--- config.mk ---
export PLATFORM = sky130hd
export DESIGN_NAME = cmd_hs_unit
export DESIGN_NICKNAME = d
export VERILOG_FILES = /design/src/rtl/cmd_hs_pkg.sv /design/src/rtl/cmd_hs_decode.sv /design/src/rtl/cmd_hs_engine_model.sv /design/src/rtl/cmd_hs_watchdog.sv /design/src/rtl/cmd_hs_chan_state.sv /design/src/rtl/cmd_hs_unit.sv
export SDC_FILE = /design/constraint.sdc
export NUM_CORES = 1
export LEC_CHECK = 0
export BUFFER_PORTS_ARGS = -buffer_cell sky130_fd_sc_hd__buf_4
export CAP_MARGIN = 40
export CORE_MARGIN = 10
export CORE_UTILIZATION = 55
export DETAILED_ROUTE_END_ITERATION = 8
export PLACE_DENSITY = 0.83
export RECOVER_POWER = 50
export SLEW_MARGIN = 25
export SYNTH_ARGS = -nofsm -noshare
export SYNTH_HDL_FRONTEND = slang
export SYNTH_SLANG_ARGS = --single-unit
--- constraint.sdc ---
create_clock -name clk -period 4.2 [get_ports clk]
set_input_delay 0.63 -clock clk [delete_from_list [all_inputs] [get_ports clk]]
set_output_delay 0.63 -clock clk [all_outputs]
set_load 0.01 [all_outputs]
--- src/rtl/cmd_hs_pkg.sv ---
// Package: shared field layout and command word type for the command
// register handshake unit. Assumes a 16-bit register with the opcode in
// the top byte.
package cmd_hs_pkg;
    localparam int OP_W   = 8;
    localparam int CH_W   = 4;
    localparam int RSV_W  = 2;
    localparam int CMD_W  = OP_W + CH_W + RSV_W + 2;
    localparam int NCH    = 1 << CH_W;

    typedef struct packed {
        logic [OP_W-1:0]  op;
        logic [CH_W-1:0]  chan;
        logic [RSV_W-1:0] rsv;
        logic             rst;
        logic             busy;
    } cmd_word_t;
endpackage

--- src/rtl/cmd_hs_decode.sv ---
// Module: write classifier. Sorts a host write into accept, reject,
// overrun or silent discard from the current busy state.
// Assumes the caller holds the busy flag in a register.
module cmd_hs_decode
    import cmd_hs_pkg::*;
(
    input  logic      wr_en,
    input  cmd_word_t wr_word,
    input  logic      busy,
    output logic      accept,
    output logic      reject,
    output logic      overrun_ev
);
    logic rsv_bad;

    // Flag any reserved bit set in the written word.
    always_comb begin
        rsv_bad    = |wr_word.rsv;
        overrun_ev = wr_en & busy;
        reject     = wr_en & ~busy & rsv_bad;
        accept     = wr_en & ~busy & ~rsv_bad & wr_word.busy;
    end
endmodule

--- src/rtl/cmd_hs_engine_model.sv ---
// Module: stand-in communication engine. After a start strobe it waits
// a latency cycles and then pulses done for one cycle.
// The latency is the opcode value (minimum 1), or RST_LAT for a reset.
// Assumes no new start arrives while a command is running.
module cmd_hs_engine_model
    import cmd_hs_pkg::*;
#(
    parameter int RST_LAT = 8
) (
    input  logic            clk,
    input  logic            rst_n,
    input  logic            start,
    input  logic            start_rst,
    input  logic [OP_W-1:0] opcode,
    output logic            done
);
    localparam int RST_W = $clog2(RST_LAT + 1);
    localparam int CNT_W = (OP_W > RST_W) ? OP_W : RST_W;

    logic [CNT_W-1:0] cnt_q;
    logic             active_q;
    logic [CNT_W-1:0] lat;

    // Select the latency for the command being started.
    always_comb begin
        if (start_rst)
            lat = CNT_W'(RST_LAT);
        else if (opcode == '0)
            lat = CNT_W'(1);
        else
            lat = CNT_W'(opcode);
    end

    // Count the latency down and emit a single done pulse at the end.
    always_ff @(posedge clk) begin
        if (!rst_n) begin
            cnt_q    <= '0;
            active_q <= 1'b0;
            done     <= 1'b0;
        end else begin
            done <= 1'b0;
            if (start) begin
                cnt_q    <= lat;
                active_q <= 1'b1;
            end else if (active_q) begin
                if (cnt_q == CNT_W'(1)) begin
                    active_q <= 1'b0;
                    done     <= 1'b1;
                end
                cnt_q <= cnt_q - CNT_W'(1);
            end
        end
    end
endmodule

--- src/rtl/cmd_hs_watchdog.sv ---
// Module: busy-time watchdog. Counts the cycles the busy flag has been
// held. It raises a timeout when TIMEOUT_LIMIT edges pass without a
// completion. Assumes clear pulses on every accepted command.
module cmd_hs_watchdog #(
    parameter int TIMEOUT_LIMIT = 10000
) (
    input  logic clk,
    input  logic rst_n,
    input  logic clear,
    input  logic busy,
    input  logic done,
    output logic timeout
);
    localparam int TO_W = $clog2(TIMEOUT_LIMIT + 1);

    logic [TO_W-1:0] cnt_q;

    // Track busy time and latch the timeout until the next clear.
    always_ff @(posedge clk) begin
        if (!rst_n) begin
            cnt_q   <= '0;
            timeout <= 1'b0;
        end else if (clear) begin
            cnt_q   <= '0;
            timeout <= 1'b0;
        end else if (busy && !timeout) begin
            cnt_q <= cnt_q + TO_W'(1);
            if (!done && cnt_q == TO_W'(TIMEOUT_LIMIT - 1))
                timeout <= 1'b1;
        end
    end
endmodule

--- src/rtl/cmd_hs_chan_state.sv ---
// Module: per-channel completion record. One flag per channel is set
// when a command for that channel completes, and all flags clear
// together on an engine reset. Assumes set and clear never coincide.
module cmd_hs_chan_state
    import cmd_hs_pkg::*;
(
    input  logic            clk,
    input  logic            rst_n,
    input  logic            set_en,
    input  logic [CH_W-1:0] set_chan,
    input  logic            clr_all,
    output logic [NCH-1:0]  flags
);
    for (genvar g = 0; g < NCH; g++) begin : g_chan
        // Hold the completion flag of one channel.
        always_ff @(posedge clk) begin
            if (!rst_n || clr_all)
                flags[g] <= 1'b0;
            else if (set_en && set_chan == CH_W'(g))
                flags[g] <= 1'b1;
        end
    end
endmodule

--- src/rtl/cmd_hs_unit.sv ---
// Module: top of the command register handshake unit. It holds the host
// command register, validates writes, strobes the engine, clears the
// busy flag on completion and keeps the sticky status bits.
// Assumes a single host writer and synchronous active-low reset.
module cmd_hs_unit
    import cmd_hs_pkg::*;
#(
    parameter int TIMEOUT_LIMIT = 10000,
    parameter int RST_LAT       = 8
) (
    input  logic             clk,
    input  logic             rst_n,
    input  logic             wr_en,
    input  logic [CMD_W-1:0] wr_data,
    output logic [CMD_W-1:0] rd_data,
    output logic             cmd_strobe_o,
    output logic [OP_W-1:0]  cmd_op_o,
    output logic [CH_W-1:0]  cmd_chan_o,
    output logic             cmd_rst_o,
    output logic             done_o,
    output logic             overrun_o,
    output logic             reject_o,
    output logic             timeout_o,
    output logic [NCH-1:0]   chan_done_o
);
    cmd_word_t wr_word;
    cmd_word_t reg_q;
    logic      accept, reject_ev, overrun_ev;
    logic      strobe_q;
    logic      eng_done;
    logic      rst_done;
    logic      cmd_done;

    assign wr_word  = cmd_word_t'(wr_data);
    assign rst_done = eng_done & reg_q.busy & reg_q.rst;
    assign cmd_done = eng_done & reg_q.busy & ~reg_q.rst;

    cmd_hs_decode u_dec (
        .wr_en      (wr_en),
        .wr_word    (wr_word),
        .busy       (reg_q.busy),
        .accept     (accept),
        .reject     (reject_ev),
        .overrun_ev (overrun_ev)
    );

    // Command register: load on accept, drop busy on done, clear on reset done.
    always_ff @(posedge clk) begin
        if (!rst_n) begin
            reg_q <= '0;
        end else if (accept) begin
            reg_q      <= wr_word;
            reg_q.busy <= 1'b1;
        end else if (rst_done) begin
            reg_q <= '0;
        end else if (cmd_done) begin
            reg_q.busy <= 1'b0;
        end
    end

    // Engine strobe: a single pulse one cycle after acceptance.
    always_ff @(posedge clk) begin
        if (!rst_n)
            strobe_q <= 1'b0;
        else
            strobe_q <= accept;
    end

    // Sticky status bits: set by their events, cleared by reset completion.
    always_ff @(posedge clk) begin
        if (!rst_n) begin
            overrun_o <= 1'b0;
            reject_o  <= 1'b0;
        end else begin
            if (rst_done) begin
                overrun_o <= 1'b0;
                reject_o  <= 1'b0;
            end
            if (overrun_ev)
                overrun_o <= 1'b1;
            if (reject_ev)
                reject_o <= 1'b1;
        end
    end

    cmd_hs_engine_model #(.RST_LAT(RST_LAT)) u_eng (
        .clk       (clk),
        .rst_n     (rst_n),
        .start     (strobe_q),
        .start_rst (reg_q.rst),
        .opcode    (reg_q.op),
        .done      (eng_done)
    );

    cmd_hs_watchdog #(.TIMEOUT_LIMIT(TIMEOUT_LIMIT)) u_wd (
        .clk     (clk),
        .rst_n   (rst_n),
        .clear   (accept | rst_done),
        .busy    (reg_q.busy),
        .done    (eng_done),
        .timeout (timeout_o)
    );

    cmd_hs_chan_state u_chs (
        .clk      (clk),
        .rst_n    (rst_n),
        .set_en   (cmd_done),
        .set_chan (reg_q.chan),
        .clr_all  (rst_done),
        .flags    (chan_done_o)
    );

    assign rd_data      = reg_q;
    assign cmd_strobe_o = strobe_q;
    assign cmd_op_o     = reg_q.op;
    assign cmd_chan_o   = reg_q.chan;
    assign cmd_rst_o    = reg_q.rst;
    assign done_o       = eng_done;
endmodule

==> summary.md <==
| Metric | Value |
|---|---|
| Outcome | `completed` |
| Top_reg_cell synth | `dfxtp_1` |
| GRT Total Usage | `16.6%` |
| Fin crit period | `2.09 ns` |
| GP Congestion | `0.792` |
| Maximum clock path buffer count | `2` |
| Residual DRC count | `0` |
| Synthesized cell area | `0.00255 mm^2` |
| Setup Crit Path Kind | `flop to flop` |
| Total CTS buffers | `9` |
| Yosys cell types | `44` |
| HPWL after detailed placement | `4610 um` |
| Antenna-violating nets left | `0` |
| Initial antenna violation count | `0` |
| DR vias | `2183` |
| Max_slew headroom | `46.3%` |
| Synth cell count leaders | `60 x dfxtp_1, 36 x nor2_1, 15 x buf_4` |
| Non-Filler Instances | `389` |
| RSZ-0062 raised after global routing | `no` |
| Antenna Diode Count | `0` |
| Post-CTS Setup Bufs | `0` |
| Cell Pwr Density | `398 mW/mm^2` |
| Element type at the critical path end | `flop` |
| Synthesis-to-finish area growth | `19.7%` |
| CP max-delay cell | `nor4_1` |
| Post-layout net count | `354` |
| Drt total wl | `6440 um` |
| WP data arrival | `2.36 ns` |
| Fillers | `362` |
| CTS H-tree depth | `3` |
| Final Hold Fails | `0` |
| CP cell instances | `nor4_1 > and2_0 > a22o_1` |
| DRT Pass-1 Iters | `4` |
| Register Area | `0.00120 mm^2` |
| Die area | `0.00776 mm^2` |
| Synth area leader | `dfxtp_1` |
| Post-CTS Hold Fix Bufs | `0` |
| Yosys warning total | `0` |
| Hold Path Class | `flop to flop` |
| CTS tree | `built` |
| Clock Latency Late Sink | `0.34 ns` |
| Setup tns final | `0 ns` |
| Number of max-cap violations | `0` |
| Endpoints failing setup | `0` |
| Die width | `88.1 um` |
| Synth Instances | `278` |
| Cell family with most CP delay | `simple AND/OR/NAND/NOR gates` |
| Most frequent cell after synthesis | `dfxtp_1` |
| Dpl cells | `373` |
| Synth top area share | `47.1%` |
| Initial DRC count | `149` |
| Vias in the first global route | `2200` |
| Design Power | `1220 uW` |
| Ratio of final minimum period to clock period | `49.7%` |
| Port buffer count | `68` |
| WL/cell | `16.6 um` |
| Startpoint class of the critical path | `flop` |
| Main area contributors after synthesis | `dfxtp_1 47%, nor2_1 5.3%, buf_4 4.4%, a22o_1 4.1%, xnor2_1 3.1%` |
| Req. time, crit path | `4.47 ns` |
| Seq cells post-synth | `60` |
| Mean Syn Cell Area | `9.17 um^2` |
| Mapped Nets | `300` |
| Post-synthesis sequential area ratio | `47.1%` |
| Clock Tree Root | `clkbuf_8` |
| Synth async-reset ratio | `0%` |
| Largest net degree at the start of global routing | `22` |
| Row count | `24` |
| F_max | `479 MHz` |
| P_leak | `0.00122 uW` |
| Grt ovf | `0` |
| Sink Count | `60` |
| Core area | `0.00441 mm^2` |
| Number of synthesized flops with an enable pin | `0` |
| Critical path fanouts, max | `13` |
| DR vias/cell | `5.61` |
| Maximum vdd drop | `286 uV` |
| Number of I/O pins | `69` |
| Bufs and invs on worst path | `0` |
| Initial Util | `57.8%` |
| Worst-Margin Slew | `0.798 ns` |
| Die Height | `88.1 um` |
| Share of layout cells above drive strength 1 | `16.0%` |
| Delay of the slowest critical-path stage | `0.74 ns` |
| First-pass GRT wire length | `10200 um` |
| Area of the multi-input gates | `0.00114 mm^2` |
| Final count of pins violating max slew | `0` |
| Skew final | `0.00878 ns` |
| Post_cts resized | `0` |
| Clk pin slew, worst setup/hold paths | `0.07 ns` |
## cell usage in the layout, fill, tap and decap left out, types with 7 or more instances in the layout
cell type  Yosys  final
clkbuf_1       8     34
nor3_1        13     13
clkbuf_8       0      9
nand2_1       12     12
a21oi_1       14     14
xnor2_1        9      9
nor2_1        36     36
buf_4         15     36
dfxtp_1       60     60
o21ai_0        8      8
a31oi_1        8      8
nand3_1        7      7
a22o_1        12     12
inv_1         10     10
## path summary, 6_finish.rpt
kind	start	endpoint	slack (ns)	depth (start not counted)
min	rd_data[3]$_SDFFE_PN0P_	rd_data[3]$_SDFFE_PN0P_	0.47	1
max	rd_data[0]$_SDFFE_PN0P_	cmd_op_o[4]$_SDFFE_PN0P_	2.11	3
min reg2reg	rd_data[3]$_SDFFE_PN0P_	rd_data[3]$_SDFFE_PN0P_	0.47	1
max reg2reg	rd_data[0]$_SDFFE_PN0P_	cmd_op_o[4]$_SDFFE_PN0P_	2.11	3
## state kept, by name, summed over array words and instances, names as in the netlist, 3 cells and up
register / count
rd_data: 3
u_wd.cnt_q: 14
u_eng.cnt_q: 8
cmd_chan_o: 4
u_chs.flags: 16
cmd_op_o: 8
## area by class of cell
cell class	instances	area share [%]
inverter	10	1.23
tap	52	2.13
multi-input combinational	182	37.3
clock inverter	6	2.91
clock buffer	10	4.18
sequential	60	39.3
timing repair buffer	69	12.9
## metal layers
layer	wire length, um	vias up	global-route usage (%)
met4	148	0	8.99
li1	-	1082	-
met1	2640	1020	17.9
met3	537	12	6.69
met5	0	-	0
met2	3120	69	27.2
## stage by stage
| step | util (%) | cell area, um^2 | hold WS, ns | setup WS, ns |
|---|---|---|---|---|
| 3_5_place_dp | 67.4 | 2980 | 0.446 | 2.14 |
| 3_3_place_gp | 67.2 | 2970 | 0.450 | 1.87 |
| 6_report | 69.2 | 3050 | 0.465 | 2.11 |
| 5_1_grt | 69.2 | 3050 | 0.481 | 1.96 |
| 4_1_cts | 72.3 | 3190 | 0.472 | 2.29 |
| 2_1_floorplan | - | 2550 | 0.435 | 2.59 |
## worst register-to-register path, cell delays in order (launching register included)
cell and delay [ns]:
dfxtp_1 0.41, nor4_1 0.74, and2_0 0.65, a22o_1 0.23
## cell families after synthesis
group | after synthesis | share of synthesized area, %
and+or+nand+nor | 107 | 23.1
adders and majority gates | 3 | 1.47
AOI/OAI and AO/OA | 55 | 14.8
muxes | 2 | 0.785
xor gates and xnor gates | 15 | 5.15
buffers and inverters | 36 | 7.65
DFF | 60 | 47.1
## power by group
group | internal (uW) | switching, uW
Clock | 334 | 230
Combinational | 30.5 | 33.8
Sequential | 577 | 11.6
Total | 941 | 275
Power figures use the tool's default switching activity.
